===== src/rtl/psum_swap_pkg.sv =====
package psum_swap_pkg;

  typedef enum logic [1:0] {
    PH_IDLE  = 2'd0,
    PH_STORE = 2'd1,
    PH_LOAD  = 2'd2,
    PH_DONE  = 2'd3
  } swap_phase_t;

  // Width of an index field able to hold 0..n-1 (at least one bit).
  function automatic int unsigned idx_bits(input int unsigned n);
    return (n > 1) ? $clog2(n) : 1;
  endfunction

endpackage


===== src/rtl/psum_tile_walker.sv =====
module psum_tile_walker import psum_swap_pkg::*; #(
  parameter int unsigned MAPS = 3,
  parameter int unsigned ROWS = 10,
  parameter int unsigned COLS = 20,
  localparam int unsigned MW  = idx_bits(MAPS),
  localparam int unsigned RW  = idx_bits(ROWS),
  localparam int unsigned CW  = idx_bits(COLS),
  localparam int unsigned BAW = MW + RW + CW
) (
  input  logic           clk,
  input  logic           rst_n,
  input  logic           clear,
  input  logic           adv,
  output logic [BAW-1:0] idx_o,
  output logic           last_o
);

  logic [MW-1:0] map_q;
  logic [RW-1:0] row_q;
  logic [CW-1:0] col_q;
  logic          col_end, row_end, map_end;

  assign col_end = (col_q == CW'(COLS - 1));
  assign row_end = (row_q == RW'(ROWS - 1));
  assign map_end = (map_q == MW'(MAPS - 1));

  // Column fastest, map slowest.
  always_ff @(posedge clk or negedge rst_n) begin
    if (!rst_n) begin
      map_q <= '0;
      row_q <= '0;
      col_q <= '0;
    end else if (clear) begin
      map_q <= '0;
      row_q <= '0;
      col_q <= '0;
    end else if (adv) begin
      if (!col_end) begin
        col_q <= col_q + 1'b1;
      end else begin
        col_q <= '0;
        if (!row_end) begin
          row_q <= row_q + 1'b1;
        end else begin
          row_q <= '0;
          map_q <= map_end ? '0 : map_q + 1'b1;
        end
      end
    end
  end

  assign idx_o  = {map_q, row_q, col_q};
  assign last_o = col_end && row_end && map_end;

endmodule


===== src/rtl/psum_tile_swapper.sv =====
module psum_tile_swapper import psum_swap_pkg::*; #(
  parameter int unsigned DW   = 16,
  parameter int unsigned MAPS = 3,
  parameter int unsigned ROWS = 10,
  parameter int unsigned COLS = 20,
  parameter int unsigned MAW  = 16,
  localparam int unsigned MW  = idx_bits(MAPS),
  localparam int unsigned RW  = idx_bits(ROWS),
  localparam int unsigned CW  = idx_bits(COLS),
  localparam int unsigned BAW = MW + RW + CW
) (
  input  logic           clk,
  input  logic           rst_n,
  input  logic           start,
  input  logic           skip_store,
  input  logic           skip_load,
  input  logic [MAW-1:0] store_base,
  input  logic [MAW-1:0] load_base,
  output logic           done,
  output logic           work_bank,
  output logic           mem_wr_valid,
  input  logic           mem_wr_ready,
  output logic [MAW-1:0] mem_wr_addr,
  output logic [DW-1:0]  mem_wr_data,
  output logic           mem_rd_valid,
  input  logic           mem_rd_ready,
  output logic [MAW-1:0] mem_rd_addr,
  input  logic           mem_rsp_valid,
  input  logic [DW-1:0]  mem_rsp_data,
  output logic           bank_rd_en,
  output logic [BAW-1:0] bank_rd_addr,
  input  logic [DW-1:0]  bank_rd_data,
  output logic           bank_wr_en,
  output logic [BAW-1:0] bank_wr_addr,
  output logic [DW-1:0]  bank_wr_data
);

  localparam int unsigned PLANE = ROWS * COLS;

  // Linear offset of a packed {map,row,col} index inside the tile.
  function automatic logic [MAW-1:0] tile_offset(input logic [BAW-1:0] pk);
    logic [MAW-1:0] m, r, c;
    m = MAW'(pk[BAW-1 -: MW]);
    r = MAW'(pk[CW +: RW]);
    c = MAW'(pk[CW-1:0]);
    return m * MAW'(PLANE) + r * MAW'(COLS) + c;
  endfunction

  swap_phase_t    phase_q;
  logic           sel_q, load_en_q;
  logic [MAW-1:0] st_base_q, ld_base_q;
  logic           accept;

  assign accept = (phase_q == PH_IDLE) && start;

  // ---------------- store path: bank -> layer memory ----------------
  logic           st_issued_q, rd_pend_q, pend_last_q;
  logic           wr_valid_q, wr_last_q;
  logic [MAW-1:0] pend_addr_q, wr_addr_q;
  logic [DW-1:0]  wr_data_q;
  logic [BAW-1:0] sw_idx;
  logic           sw_last, st_fin;

  psum_tile_walker #(.MAPS(MAPS), .ROWS(ROWS), .COLS(COLS)) u_store_walk (
    .clk(clk), .rst_n(rst_n), .clear(accept), .adv(bank_rd_en),
    .idx_o(sw_idx), .last_o(sw_last)
  );

  // A read is issued only when its word can land in an empty holding slot.
  assign bank_rd_en   = (phase_q == PH_STORE) && !st_issued_q && !rd_pend_q &&
                        (!wr_valid_q || mem_wr_ready);
  assign bank_rd_addr = sw_idx;
  assign st_fin       = wr_valid_q && mem_wr_ready && wr_last_q;

  always_ff @(posedge clk or negedge rst_n) begin
    if (!rst_n) begin
      st_issued_q <= 1'b0;
      rd_pend_q   <= 1'b0;
      pend_last_q <= 1'b0;
      pend_addr_q <= '0;
      wr_valid_q  <= 1'b0;
      wr_last_q   <= 1'b0;
      wr_addr_q   <= '0;
      wr_data_q   <= '0;
    end else begin
      if (accept)                    st_issued_q <= 1'b0;
      else if (bank_rd_en && sw_last) st_issued_q <= 1'b1;
      rd_pend_q <= bank_rd_en;
      if (bank_rd_en) begin
        pend_last_q <= sw_last;
        pend_addr_q <= st_base_q + tile_offset(sw_idx);
      end
      if (rd_pend_q) begin
        wr_valid_q <= 1'b1;
        wr_data_q  <= bank_rd_data;
        wr_addr_q  <= pend_addr_q;
        wr_last_q  <= pend_last_q;
      end else if (mem_wr_ready) begin
        wr_valid_q <= 1'b0;
      end
    end
  end

  assign mem_wr_valid = wr_valid_q;
  assign mem_wr_addr  = wr_addr_q;
  assign mem_wr_data  = wr_data_q;

  // ---------------- reload path: layer memory -> bank ----------------
  logic           rq_issued_q, rq_adv, rq_last, rs_last, ld_fin;
  logic [BAW-1:0] rq_idx, rs_idx;

  psum_tile_walker #(.MAPS(MAPS), .ROWS(ROWS), .COLS(COLS)) u_req_walk (
    .clk(clk), .rst_n(rst_n), .clear(accept), .adv(rq_adv),
    .idx_o(rq_idx), .last_o(rq_last)
  );

  psum_tile_walker #(.MAPS(MAPS), .ROWS(ROWS), .COLS(COLS)) u_rsp_walk (
    .clk(clk), .rst_n(rst_n), .clear(accept), .adv(bank_wr_en),
    .idx_o(rs_idx), .last_o(rs_last)
  );

  assign mem_rd_valid = (phase_q == PH_LOAD) && !rq_issued_q;
  assign mem_rd_addr  = ld_base_q + tile_offset(rq_idx);
  assign rq_adv       = mem_rd_valid && mem_rd_ready;
  assign bank_wr_en   = (phase_q == PH_LOAD) && mem_rsp_valid;
  assign bank_wr_addr = rs_idx;
  assign bank_wr_data = mem_rsp_data;
  assign ld_fin       = bank_wr_en && rs_last;

  always_ff @(posedge clk or negedge rst_n) begin
    if (!rst_n)                 rq_issued_q <= 1'b0;
    else if (accept)            rq_issued_q <= 1'b0;
    else if (rq_adv && rq_last) rq_issued_q <= 1'b1;
  end

  // ---------------- step sequencing ----------------
  always_ff @(posedge clk or negedge rst_n) begin
    if (!rst_n) begin
      phase_q   <= PH_IDLE;
      sel_q     <= 1'b0;
      load_en_q <= 1'b0;
      st_base_q <= '0;
      ld_base_q <= '0;
    end else begin
      unique case (phase_q)
        PH_IDLE: if (start) begin
          sel_q     <= ~sel_q;
          st_base_q <= store_base;
          ld_base_q <= load_base;
          load_en_q <= !skip_load;
          phase_q   <= !skip_store ? PH_STORE : (!skip_load ? PH_LOAD : PH_DONE);
        end
        PH_STORE: if (st_fin) phase_q <= load_en_q ? PH_LOAD : PH_DONE;
        PH_LOAD:  if (ld_fin) phase_q <= PH_DONE;
        PH_DONE:  phase_q <= PH_IDLE;
        default:  phase_q <= PH_IDLE;
      endcase
    end
  end

  assign done      = (phase_q == PH_DONE);
  assign work_bank = sel_q;

  // ---------------- assertions ----------------
  assert_wr_hold_R8: assert property (@(posedge clk) disable iff (!rst_n)
    mem_wr_valid && !mem_wr_ready |=> mem_wr_valid && $stable(mem_wr_addr) && $stable(mem_wr_data));

  assert_rd_hold_R8: assert property (@(posedge clk) disable iff (!rst_n)
    mem_rd_valid && !mem_rd_ready |=> mem_rd_valid && $stable(mem_rd_addr));

  assert_store_before_load_R5: assert property (@(posedge clk) disable iff (!rst_n)
    mem_rd_valid |-> !mem_wr_valid && !bank_rd_en);

  assert_bank_steady_R2: assert property (@(posedge clk) disable iff (!rst_n)
    (phase_q != PH_IDLE) |=> $stable(work_bank));

  assert_done_pulse_R7: assert property (@(posedge clk) disable iff (!rst_n)
    done |=> !done);

  assert_done_after_write_R7: assert property (@(posedge clk) disable iff (!rst_n)
    done && load_en_q |-> $past(bank_wr_en));

  assert_no_load_skipped_R6: assert property (@(posedge clk) disable iff (!rst_n)
    !load_en_q |-> !mem_rd_valid && !bank_wr_en);

  assert_rsp_behind_req_R4: assert property (@(posedge clk) disable iff (!rst_n)
    bank_wr_en |-> rq_issued_q || (tile_offset(rs_idx) < tile_offset(rq_idx)));

endmodule


===== config.mk =====
export PLATFORM = sky130hd
export DESIGN_NAME = psum_tile_swapper
export DESIGN_NICKNAME = d
export VERILOG_FILES = /design/src/rtl/psum_swap_pkg.sv /design/src/rtl/psum_tile_walker.sv /design/src/rtl/psum_tile_swapper.sv
export SDC_FILE = /design/constraint.sdc
export NUM_CORES = 1
export LEC_CHECK = 0
export BUFFER_PORTS_ARGS = -buffer_cell sky130_fd_sc_hd__buf_2
export CORE_MARGIN = 8
export CORE_UTILIZATION = 55
export CTS_BUF_LIST = sky130_fd_sc_hd__clkbuf_8
export DETAILED_ROUTE_END_ITERATION = 12
export MAX_ROUTING_LAYER = met4
export PLACE_DENSITY_LB_ADDON = 0.12
export SYNTH_ARGS = -nofsm -noshare
export SYNTH_HDL_FRONTEND = slang
export SYNTH_HIERARCHICAL = 1
export SYNTH_SLANG_ARGS = --single-unit

===== constraint.sdc =====
create_clock -name clk -period 4.7 [get_ports clk]
set_input_delay 0 -clock clk [delete_from_list [all_inputs] [get_ports clk]]
set_output_delay 0 -clock clk [all_outputs]
set_load 0.05 [all_outputs]

==> results.py <==
metrics = {
    "route": {
        "vias_per_cell": 5.35,
        "drt_iter0_drc": 262,
        "antenna_left": 0,
        "wl_per_cell_um": 16.0,
        "routed_wl_mm": 16.7,
        "vias": 5572,
        "post-route-drc-count": 0,
        "dr.pass1.iters": 5,
    },
    "worst_setup_path": {
        "path_max_fanout": 9,
        "end_kind": "output port",
        "startpoint_type": "flip-flop",
        "cp.arrival_ns": 4.37,
        "required_ns": 4.70,
        "crit_type": "reg -> out",
    },
    "timing": {
        "drv_slew": 0,
        "finClkSkew_ns": 0.0133,
        "max_slew_margin_pct": 34.1,
        "hold_viol": 0,
        "fmax_ghz": 0.229,
        "worstMarginPinSlew_ns": 0.986,
        "rsz0062_at_grt": "false",
        "fin_crit_sh_pct": 93.0,
        "finalWorstPathRequiredPeriod_ns": 4.37,
        "setup_violations": 0,
        "fin_tns_setup_ns": 0,
    },
    "logic_synthesis": {
        "synth_flop_cell": "dfrtp_1",
        "synth-seq-cells": 123,
        "async_flop_share_pct": 100,
        "syn_area_mm2": 0.00740,
        "syn_avg_cell_area_um2": 10.9,
        "syn_nets": 844,
        "synth_top_area_share_pct": 41.6,
        "yosysWarnings": 6,
        "yosysMostFrequentCell": "dfrtp_1",
        "synthTopCellsByArea": "dfrtp_1, ha_1, mux2_2",
        "synth.largest_area_cell": "dfrtp_1",
        "yosysUniqueCellTypes": 51,
        "synth_edf_count": 0,
        "ys_seq_area_share_pct": 41.6,
        "netlist_top_cells_count": "dfrtp_1, ha_1, mux2_2",
        "synth_cells": 682,
    },
    "cts": {
        "clk_pin_slew_worst_paths_ns": 0.07,
        "htree_num_levels": 4,
        "cts_root_buf": "clkbuf_8",
        "cts.sinks": 123,
        "cts_tree": "built",
        "insertion_delay_ns": 0.45,
        "cts.path.max_buffers": 2,
        "post-cts-setup-buffers": 0,
        "cts-buffers-inserted": 17,
    },
    "layout": {
        "multi_input_area_mm2": 0.00391,
        "layout.nets": 1015,
        "diodes": 0,
        "syn2layout_area_growth_pct": 22.3,
        "postLayoutCellArea_mm2": 0.00905,
        "drive_gt1_share_pct": 26.6,
        "fill_cells": 1019,
        "regArea_mm2": 0.00308,
    },
    "placement": {
        "placed_area_mm2": 0.00808,
        "place_hpwl_mm": 11.8,
        "portBuffers": 131,
        "place_congestion": 0.840,
    },
    "die": {
        "die_h_um": 132,
        "fp-row-count": 42,
        "core-area_mm2": 0.0132,
        "boundaryPins": 164,
        "die_x_um": 132,
        "dieArea_mm2": 0.0174,
        "initial_core_util_pct": 56.1,
    },
    "grt": {
        "grt_max_degree": 80,
        "grt.overflow.total": 0,
        "antenna_found_initial": 0,
        "grt_pass1_wl_mm": 28.5,
        "grtUsageTotal_pct": 20.4,
        "grt_pass1_vias": 5882,
    },
    "job": {
        "cap_violations": 0,
    },
    "power": {
        "total_leakage_power_uw": 0.00452,
        "ir_drop_mv": 0.405,
        "power_density_mw_per_mm2": 620,
    },
    "run_status": {
        "outcome": "complete, no violations",
    },
    "worst_hold_path": {
        "hp-class": "in -> out",
    },
}
==> sequential cells by signal, summed over array words and instances (netlist names), 5 cells and up <==
register / count
u_store_walk/col_q: 5
u_rsp_walk/col_q: 5
u_req_walk/col_q: 5
ld_base_q: 16
pend_addr_q: 16
st_base_q: 16
mem_wr_addr: 16
mem_wr_data: 16
==> through the flow <==
step | setup WS, ns | cells | power (µW) | utilization, % | hold WS [ns]
floorplan | 0.595 | 682 | 3970 | - | -0.296
global placement | 0.859 | 955 | 4500 | 61.2 | 0.000341
detailed placement | 0.783 | 955 | 4570 | 61.2 | 0.000341
CTS | 0.275 | 1042 | 5660 | 68.6 | 0.000341
global route | 0.0239 | 1042 | 5990 | 68.6 | 0.0000718
finish | 0.329 | 1042 | 5610 | 68.6 | 0.0000172
==> worst max-delay path: stages (launching register included) <==
cell	delay (ns)
dfrtp_1	0.48
ha_1	0.32
ha_1	0.23
fa_1	0.49
inv_1	0.05
fa_1	0.48
inv_1	0.04
ha_1	0.28
ha_1	0.36
a21oi_2	0.18
a21boi_2	0.10
a311o_1	0.38
a21oi_2	0.15
xnor2_1	0.12
buf_2	0.28
==> where the power goes <==
group          total, µW  internal [µW]  leakage, µW  switching [µW]
logic               2860            950      0.00274            1910
clock network       1010            585     0.000223             427
registers           1740           1460      0.00156             283
==> layout by cell type, fill, tap and decap left out, types with 20 or more instances in the layout <==
cell	Yosys	layout
a21oi_1	42	42
nand2_1	50	50
o21ai_0	36	35
inv_1	48	50
nor2_1	23	23
dfrtp_1	123	123
buf_2	1	130
dlygate4sd3_1	0	55
ha_1	70	70
mux2_2	61	61
fa_1	20	20
==> worst paths after layout <==
path                                                   start                          end  slack (ns)  depth (start not counted)
max                          u_req_walk/row_q[3]$_DFFE_PN0P_              mem_rd_addr[11]        0.33                         14
min                                          mem_rsp_data[7]              bank_wr_data[7]     0.00002                          0
max reg2reg                u_store_walk/row_q[1]$_DFFE_PN0P_  pend_addr_q[15]$_DFFE_PN0P_        0.77                         13
min reg2reg                              rd_pend_q$_DFF_PN0_     mem_wr_valid$_DFFE_PN0P_        0.47                          2
max in group asynchronous                              rst_n    ld_base_q[13]$_DFFE_PN0P_        3.26                          3
min in group asynchronous                              rst_n  mem_wr_data[15]$_DFFE_PN0P_        0.25                          2
==> layer usage <==
| metal | GRT usage (%) | up-vias | wire length (µm) | share of wire (%) |
|---|---|---|---|---|
| li1 | - | 2719 | - | - |
| met2 | 31.2 | 153 | 7810 | 47 |
| met1 | 25.4 | 2685 | 7930 | 47 |
| met3 | 5.37 | 15 | 769 | 4.6 |
| met4 | 7.91 | 0 | 218 | 1.3 |
| met5 | - | - | 0 | 0 |
==> cells by family after synthesis <==
| family | synth area share, % |
|---|---|
| flops | 41.6 |
| fa+ha+maj | 17.2 |
| compound gates | 10.5 |
| buf+inv | 5.65 |
| xor+xnor | 3.79 |
| mux | 9.82 |
| simple gates | 11.4 |
==> repair_timing <==
item                                    CTS  global route
resized for setup                         0             1
hold buffers                             55             0
endpoints found under the hold margin   131             0
endpoints found under the setup margin    0             1
==> cell type report <==
class                           count  area share, %
Sequential cell                   123           34.0
Clock inverter                     14           1.98
Multi-Input combinational cell    472           43.1
Timing Repair Buffer              190           13.7
Clock buffer                       18           2.74
Inverter                           49           2.03
Tap cell                          176           2.43
Note: power is estimated with default switching activity, not from simulation.
